--- src/rtl/ctl_trap_unit.sv ---
module ctl_trap_unit #(
  parameter int DW = 32,
  parameter int IW = 5,
  parameter int NCTL = 8,
  parameter logic [DW-1:0] EXC_ADDR = 32'h0000_0020,
  parameter logic [DW-1:0] BRK_ADDR = 32'h0000_0040,
  parameter int EA_IDX = 29,
  parameter int BA_IDX = 30
) (
  input  logic          clk,
  input  logic          rst_n,
  input  logic          exc_req,
  input  logic          brk_req,
  input  logic [2:0]    op_code,
  input  logic [IW-1:0] creg_idx,
  input  logic [IW-1:0] dst_idx,
  input  logic [DW-1:0] opnd_a,
  input  logic [DW-1:0] pc_in,
  output logic          rf_we,
  output logic [IW-1:0] rf_waddr,
  output logic [DW-1:0] rf_wdata,
  output logic          pc_redir,
  output logic [DW-1:0] pc_target,
  output logic [DW-1:0] status_q
);
  localparam int CW = $clog2(NCTL);
  localparam logic [IW:0] NCTL_W = (IW+1)'(NCTL);
  localparam logic [2:0] OP_RD = 3'd1, OP_WR = 3'd2, OP_ERET = 3'd3, OP_BRET = 3'd4;

  logic [DW-1:0] creg [NCTL];

  wire take_exc = exc_req;
  wire take_brk = brk_req & ~exc_req;
  wire plain    = ~exc_req & ~brk_req;
  wire idx_ok   = {1'b0, creg_idx} < NCTL_W;
  wire [DW-1:0] rd_val  = idx_ok ? creg[creg_idx[CW-1:0]] : '0;
  wire [DW-1:0] ret_adr = pc_in + DW'(4);
  wire [DW-1:0] masked  = creg[0] & ~DW'(3);

  assign status_q = creg[0];

  always_comb begin
    rf_we     = 1'b0;
    rf_waddr  = '0;
    rf_wdata  = '0;
    pc_redir  = 1'b0;
    pc_target = '0;
    if (take_exc) begin
      rf_we     = 1'b1;
      rf_waddr  = IW'(EA_IDX);
      rf_wdata  = ret_adr;
      pc_redir  = 1'b1;
      pc_target = EXC_ADDR;
    end else if (take_brk) begin
      rf_we     = 1'b1;
      rf_waddr  = IW'(BA_IDX);
      rf_wdata  = ret_adr;
      pc_redir  = 1'b1;
      pc_target = BRK_ADDR;
    end else begin
      case (op_code)
        OP_RD: begin
          rf_we    = 1'b1;
          rf_waddr = dst_idx;
          rf_wdata = rd_val;
        end
        OP_ERET, OP_BRET: begin
          pc_redir  = 1'b1;
          pc_target = opnd_a;
        end
        default: ;
      endcase
    end
  end

  always_ff @(posedge clk) begin
    if (!rst_n) begin
      for (int i = 0; i < NCTL; i++) creg[i] <= '0;
    end else if (take_exc) begin
      creg[1] <= creg[0];
      creg[0] <= masked;
    end else if (take_brk) begin
      creg[2] <= creg[0];
      creg[0] <= masked;
    end else if (plain) begin
      case (op_code)
        OP_WR:   if (idx_ok) creg[creg_idx[CW-1:0]] <= opnd_a;
        OP_ERET: creg[0] <= creg[1];
        OP_BRET: creg[0] <= creg[2];
        default: ;
      endcase
    end
  end
endmodule


--- config.mk ---
export PLATFORM = sky130hd
export DESIGN_NAME = ctl_trap_unit
export DESIGN_NICKNAME = d
export VERILOG_FILES = /design/src/rtl/ctl_trap_unit.sv
export SDC_FILE = /design/constraint.sdc
export NUM_CORES = 1
export LEC_CHECK = 0
export BUFFER_PORTS_ARGS = -buffer_cell sky130_fd_sc_hd__buf_4
export CORE_ASPECT_RATIO = 1.5
export CORE_MARGIN = 3
export CORE_UTILIZATION = 52
export CTS_CLUSTER_DIAMETER = 40
export DETAILED_ROUTE_END_ITERATION = 16
export GPL_TIMING_DRIVEN = 0
export PLACE_DENSITY = 0.73
export SLEW_MARGIN = 20
export SYNTH_ARGS = -nofsm -noshare
export SYNTH_HDL_FRONTEND = slang
export SYNTH_SLANG_ARGS = --single-unit
export TNS_END_PERCENT = 100
--- constraint.sdc ---
create_clock -name clk -period 3.1 [get_ports clk]
set_input_delay 0.465 -clock clk [delete_from_list [all_inputs] [get_ports clk]]
set_output_delay 0.465 -clock clk [all_outputs]
set_load 0.02 [all_outputs]
* After elaboration in Yosys (flattened, before gate mapping)
Memories as Yosys holds them, arrays and structs flattened.
Cells that the tools add are included.
** Cells by class
- $add $sub $neg :: 1
- $mul :: 0
- Div/mod/pow operators :: 0
- $lt $le $gt $ge :: 1
- Equal/unequal tests :: 4
- Shift-type cells :: 0
- Muxes and demuxes :: 52
- Bitwise logic cells :: 10
- Reductions and logical operators :: 2
** Operators with widths (count)
- $mux 32 :: 14
- $mux 1 :: 34
- $add 32x3->32 const B :: 1
- $reduce_or 32->1 :: 1
- $mux 5 :: 3
- $eq 3x2->1 const B :: 2
- $or 1x1->1 :: 6
- $lt 5x4->1 const B :: 1
- $eq 3x1->1 const B :: 1
- $eq 3x3->1 const B :: 1
- $mux 3 :: 1
- $and 1x1->1 :: 2
- $not 1->1 :: 2
- $reduce_or 2->1 :: 1
** Storage, ports and cells
- Register bits after elaboration :: 0
- Bits in latches :: 0
- Bits in writable memories :: 256
- ROM bits :: 0
- Input bits :: 81
- Output and inout bits :: 103
- Word-level logic and storage cells :: 71
- Memories :: 1
** Memory list
- creg :: depth 8, bits a word 32, read ports 4, clocked after memory_dff 0, write ports 8, line 30 : logic [DW-1:0] creg [NCTL];

* Depth between registers and ports, before layout
- Depth after elaboration :: 10
- Depth in mapped cells :: 7
- Mapped depth without buffers :: 5

* Worst setup path after synthesis
OpenSTA, ideal clock, no wires.
- Path kind :: input to register
- Start :: input port brk_req
- End :: memory creg[4][0] (enable)
- Library setup time :: 0.394 ns
- Arrival :: 2.381 ns
- Data required time :: 2.706 ns
- Path slack :: 0.325 ns
- Stages on the path :: 5
- Buffers on the path :: 1
- Path through :: or4_4 > nor3_4 > buf_6 > and3_4 > nand2b_1
** RTL lines
- from (decl) :: line 13 : input logic brk_req,
- to (decl) :: line 30

* Worst setup path after layout
- Start :: input port creg_idx[1]
- End :: output port rf_wdata[6]
** On the way
- Word-level cells in the longest chain between the ends :: 5
- Elaborated cells between the ends (all ways) :: 6
- Those cells by class :: 1 x order compare; 4 x mux; 1 x memory
** Ends and longest elaborated chain
- from (decl) :: line 15 : input logic [IW-1:0] creg_idx,
- $lt 5x4->1 or $mem_v2 8x32 (tied branches)
- $mux 32 * :: line 36 : wire [DW-1:0] rd_val = idx_ok ? creg[creg_idx[CW-1:0]] : '0;
- $mux 32 * :: line 61 : case (op_code)
- $mux 32 * :: line 54 : end else if (take_brk) begin
- $mux 32 * :: line 48 : if (take_exc) begin
- to (decl) :: line 21 : output logic [DW-1:0] rf_wdata,
Every way passes the cells marked *; elsewhere a longest branch is shown, timed or not.

==> impl_metrics.tcl <==
set metrics [dict create \
    initial_utilization_pct 53.0 \
    synthesis.nets 1139 \
    postSynthRegisterBits 256 \
    finalCriticalPeriod_ns 3.18 \
    finalCritPeriodShare_pct 102 \
    ys_types 68 \
    peakVddDrop_uv 394 \
    worst_ep_required_time_ns 2.63 \
    criticalPathCategory "in2out" \
    grt_start_max_net_pins 33 \
    clkSinkCount 256 \
    grt_first_pass_wirelength_mm 74.7 \
    dpl-instance-area_sq_mm 0.0156 \
    layout.cells.most_common "sky130_fd_sc_hd__edfxtp_1" \
    ctsHoldBuffers 0 \
    grt-ovfl-total 0 \
    worst_slew_pin_slew_ns 1.18 \
    finalSetupTns_ns -0.212 \
    timing.reg2reg.setup_slack_ns 1.95 \
    avgSynthCellArea_sq_um 13.0 \
    io_buffers 181 \
    setup-violations-final 7 \
    drt_pass1_iterations 6 \
    gp_congestion 1.01 \
    timing.reg2reg.worst_path_depth 2 \
    critPathBufInv 3 \
    area_of_the_die_sq_mm 0.0284 \
    largest_registers "creg (256)" \
    path_clk_slew_ns 0.07 \
    violations_in_the_final_reports "setup timing" \
    drt-wirelength-per-cell_microns 32.1 \
    timing.critical_path.max_delay_family "buffers and inverters" \
    powerDensity_mw_per_mm2 511 \
    slew-limit-headroom_pct 21.0 \
    number_of_instances_in_the_synthesized_netlist 1057 \
    cell_chosen_for_the_clock_root "sky130_fd_sc_hd__clkbuf_16" \
    hold-worst-slack_ns 0.255 \
    maxClockFrequency_mhz 315 \
    outcome "finished, violations left" \
    post_drt_via_cell_ratio 7.03 \
    antenna_found_initial 1 \
    insertion_delay_ns 0.55 \
    layout.nets 1360 \
    die_w_microns 138 \
    drive_gt1_share_pct 30.2 \
    post-route-cell-area_sq_mm 0.0166 \
    ys.flop_type "sky130_fd_sc_hd__edfxtp_1" \
    antenna_cells_inserted 0 \
    critical_path.max_fanout 10 \
    crit_path_cell_trace "buf_4 > nor2b_1 > clkbuf_1 > a22o_1 > a31oi_1 > o21ai_0 > buf_4" \
    cts_made_buffers 29 \
    synth_area_leader_cell "sky130_fd_sc_hd__edfxtp_1" \
    final_hold_viol_count 0 \
    crit_path_frequent_cell "sky130_fd_sc_hd__buf_4" \
    regMostFlops "creg" \
    fp.coreArea_sq_mm 0.0259 \
    clk_path_buf_depth 3 \
    synth.cell_area_sq_mm 0.0137 \
    placement_rows 72 \
    via_count_of_the_first_global_routing_pass 11400 \
    worst-endpoint-arrival_ns 2.71 \
    grt.total_usage_pct 35.8 \
    hold_path.class "in2reg" \
    wirelength_mm 52.4 \
    hpwl_mm 35.3 \
    drt_iter0_markers 1769 \
    finalClockSkew_ns 0.0153 \
    finish.utilization_pct 64.3 \
    drtAntennaViolNets 0 \
    maxCapViolCount 0 \
    die_h_microns 205 \
    vias 11500 \
    cp.depth 7 \
    worst_setup_path_startpoint "creg_idx[1]" \
    timing.final.max_slew_violations 0 \
    netlist_top_cells_area "sky130_fd_sc_hd__edfxtp_1 56%, sky130_fd_sc_hd__and2_1 6.0%, sky130_fd_sc_hd__a22o_1 5.0%" \
    final_cell_mix "256 x sky130_fd_sc_hd__edfxtp_1, 188 x sky130_fd_sc_hd__buf_4, 132 x sky130_fd_sc_hd__and2_1" \
    worst_path_largest_cell_delay_ns 0.78 \
    endpoint_kind "output port" \
    synth_enable_flop_cells 256 \
    leakagePower_uw 0.00673 \
    synth-warning-count 0 \
    critPathSlowestCell "sky130_fd_sc_hd__clkbuf_1" \
    areaGrowthSynthToFinish_pct 21.4 \
    share_of_the_synthesized_area_in_the_top_cell_type_pct 56.2 \
    timing.final.ws_setup_ns -0.0753 \
    final.fill_count 2016 \
    io_pins 184 \
    tritoncts_clock_tree "built" \
    setup.worst_path.end "rf_wdata[6]" \
    drc 0 \
    ctsHtreeMaxLevel 1 \
    yosysSeqAreaShare_pct 56.2 \
    post-place-ws_ns -0.633 \
    setup_repair_after_global_routing_missed_its_margin "no" \
    flip_flop_count_of_the_largest_register_after_layout 256 \
    synth-async-reset-ratio_pct 0 \
    startpoint_of_the_lowest_slack_register_to_register_path "creg[2][0]" \
    cp-start-kind "primary input" \
    worstReg2RegEnd "creg[0][0]" \
]
## synth_stat cells (6+ instances only)
library cell and count:
sky130_fd_sc_hd__mux2_2 42, sky130_fd_sc_hd__edfxtp_1 256, sky130_fd_sc_hd__nand4_1 15, sky130_fd_sc_hd__and2_1 132, sky130_fd_sc_hd__nor2b_1 7, sky130_fd_sc_hd__nand2_1 32, sky130_fd_sc_hd__a221oi_1 25, sky130_fd_sc_hd__nand2b_1 8
sky130_fd_sc_hd__a22oi_1 14, sky130_fd_sc_hd__xor2_1 6, sky130_fd_sc_hd__mux4_2 16, sky130_fd_sc_hd__a222oi_1 31, sky130_fd_sc_hd__inv_1 36, sky130_fd_sc_hd__a22o_1 78, sky130_fd_sc_hd__o21ai_0 7, sky130_fd_sc_hd__nand3_1 12
sky130_fd_sc_hd__o22ai_1 13, sky130_fd_sc_hd__a221o_1 22, sky130_fd_sc_hd__buf_6 24, sky130_fd_sc_hd__mux2i_1 16, sky130_fd_sc_hd__buf_2 23, sky130_fd_sc_hd__nor2_1 21, sky130_fd_sc_hd__and3_1 76, sky130_fd_sc_hd__xnor2_1 6
sky130_fd_sc_hd__o211ai_1 15, sky130_fd_sc_hd__clkbuf_1 37
## cell type report
class / count / area (sq um) / share of cell area (%)
clock inverter: 18 / 168 / 1.01
multi-input combinational: 672 / 5320 / 32.0
clock buffer: 34 / 744 / 4.48
tap: 333 / 417 / 2.51
inverter: 37 / 139 / 0.835
timing repair buffer: 190 / 1520 / 9.16
buffer: 92 / 628 / 3.78
sequential: 256 / 7690 / 46.2
## power by group
group | switching (uW) | internal (uW) | total [uW]
registers | 90.5 | 3990 | 4080
clock network | 1490 | 1840 | 3330
logic | 686 | 406 | 1090
total | 2270 | 6230 | 8500
## through the flow
| step | total power (uW) | instances |
|---|---|---|
| 6_report | 8500 | 1632 |
| 5_1_grt | 8640 | 1632 |
| 4_1_cts | 8440 | 1631 |
| 3_5_place_dp | 5200 | 1579 |
| 3_3_place_gp | 5160 | 1571 |
| 2_1_floorplan | 4640 | 1057 |
## how the worst min path moves through the flow
stage	from	to	cells past startpoint
floorplan	creg[1][10]	creg[0][10]	2
global placement	creg[1][10]	creg[0][10]	2
detailed placement	creg[1][7]	creg[0][7]	2
CTS	opnd_a[10]	creg[7][10]	2
global route	opnd_a[4]	creg[1][4]	2
finish	opnd_a[4]	creg[6][4]	2
## kinds of logic after synthesis
group           synth area share (%)
simple gates                    15.2
buf+inv                         5.36
xor+xnor                       0.768
mux                             7.26
flops                           56.2
compound gates                  15.2
fa+ha+maj                     0.0914
## per-layer routing
layer  vias to the layer above  part of all wire, %  wire [microns]  GRT usage [%]
li1                       4670                    -               -              -
met1                      5571                   34           17800           44.2
met2                      1000                   47           24500           58.2
met3                       233                   12            6080           6.19
met4                         0                  7.5            3950           23.4
met5                         -                    0               0              0
## timing repair
action | 4_1_cts | 5_1_grt
endpoints found under the setup margin | 45 | 20
setup buffers | 0 | 1
gates resized for setup | 16 | 14
cloned | 0 | 0
pin swaps | 0 | 1
(Power assumes the default switching activity.)
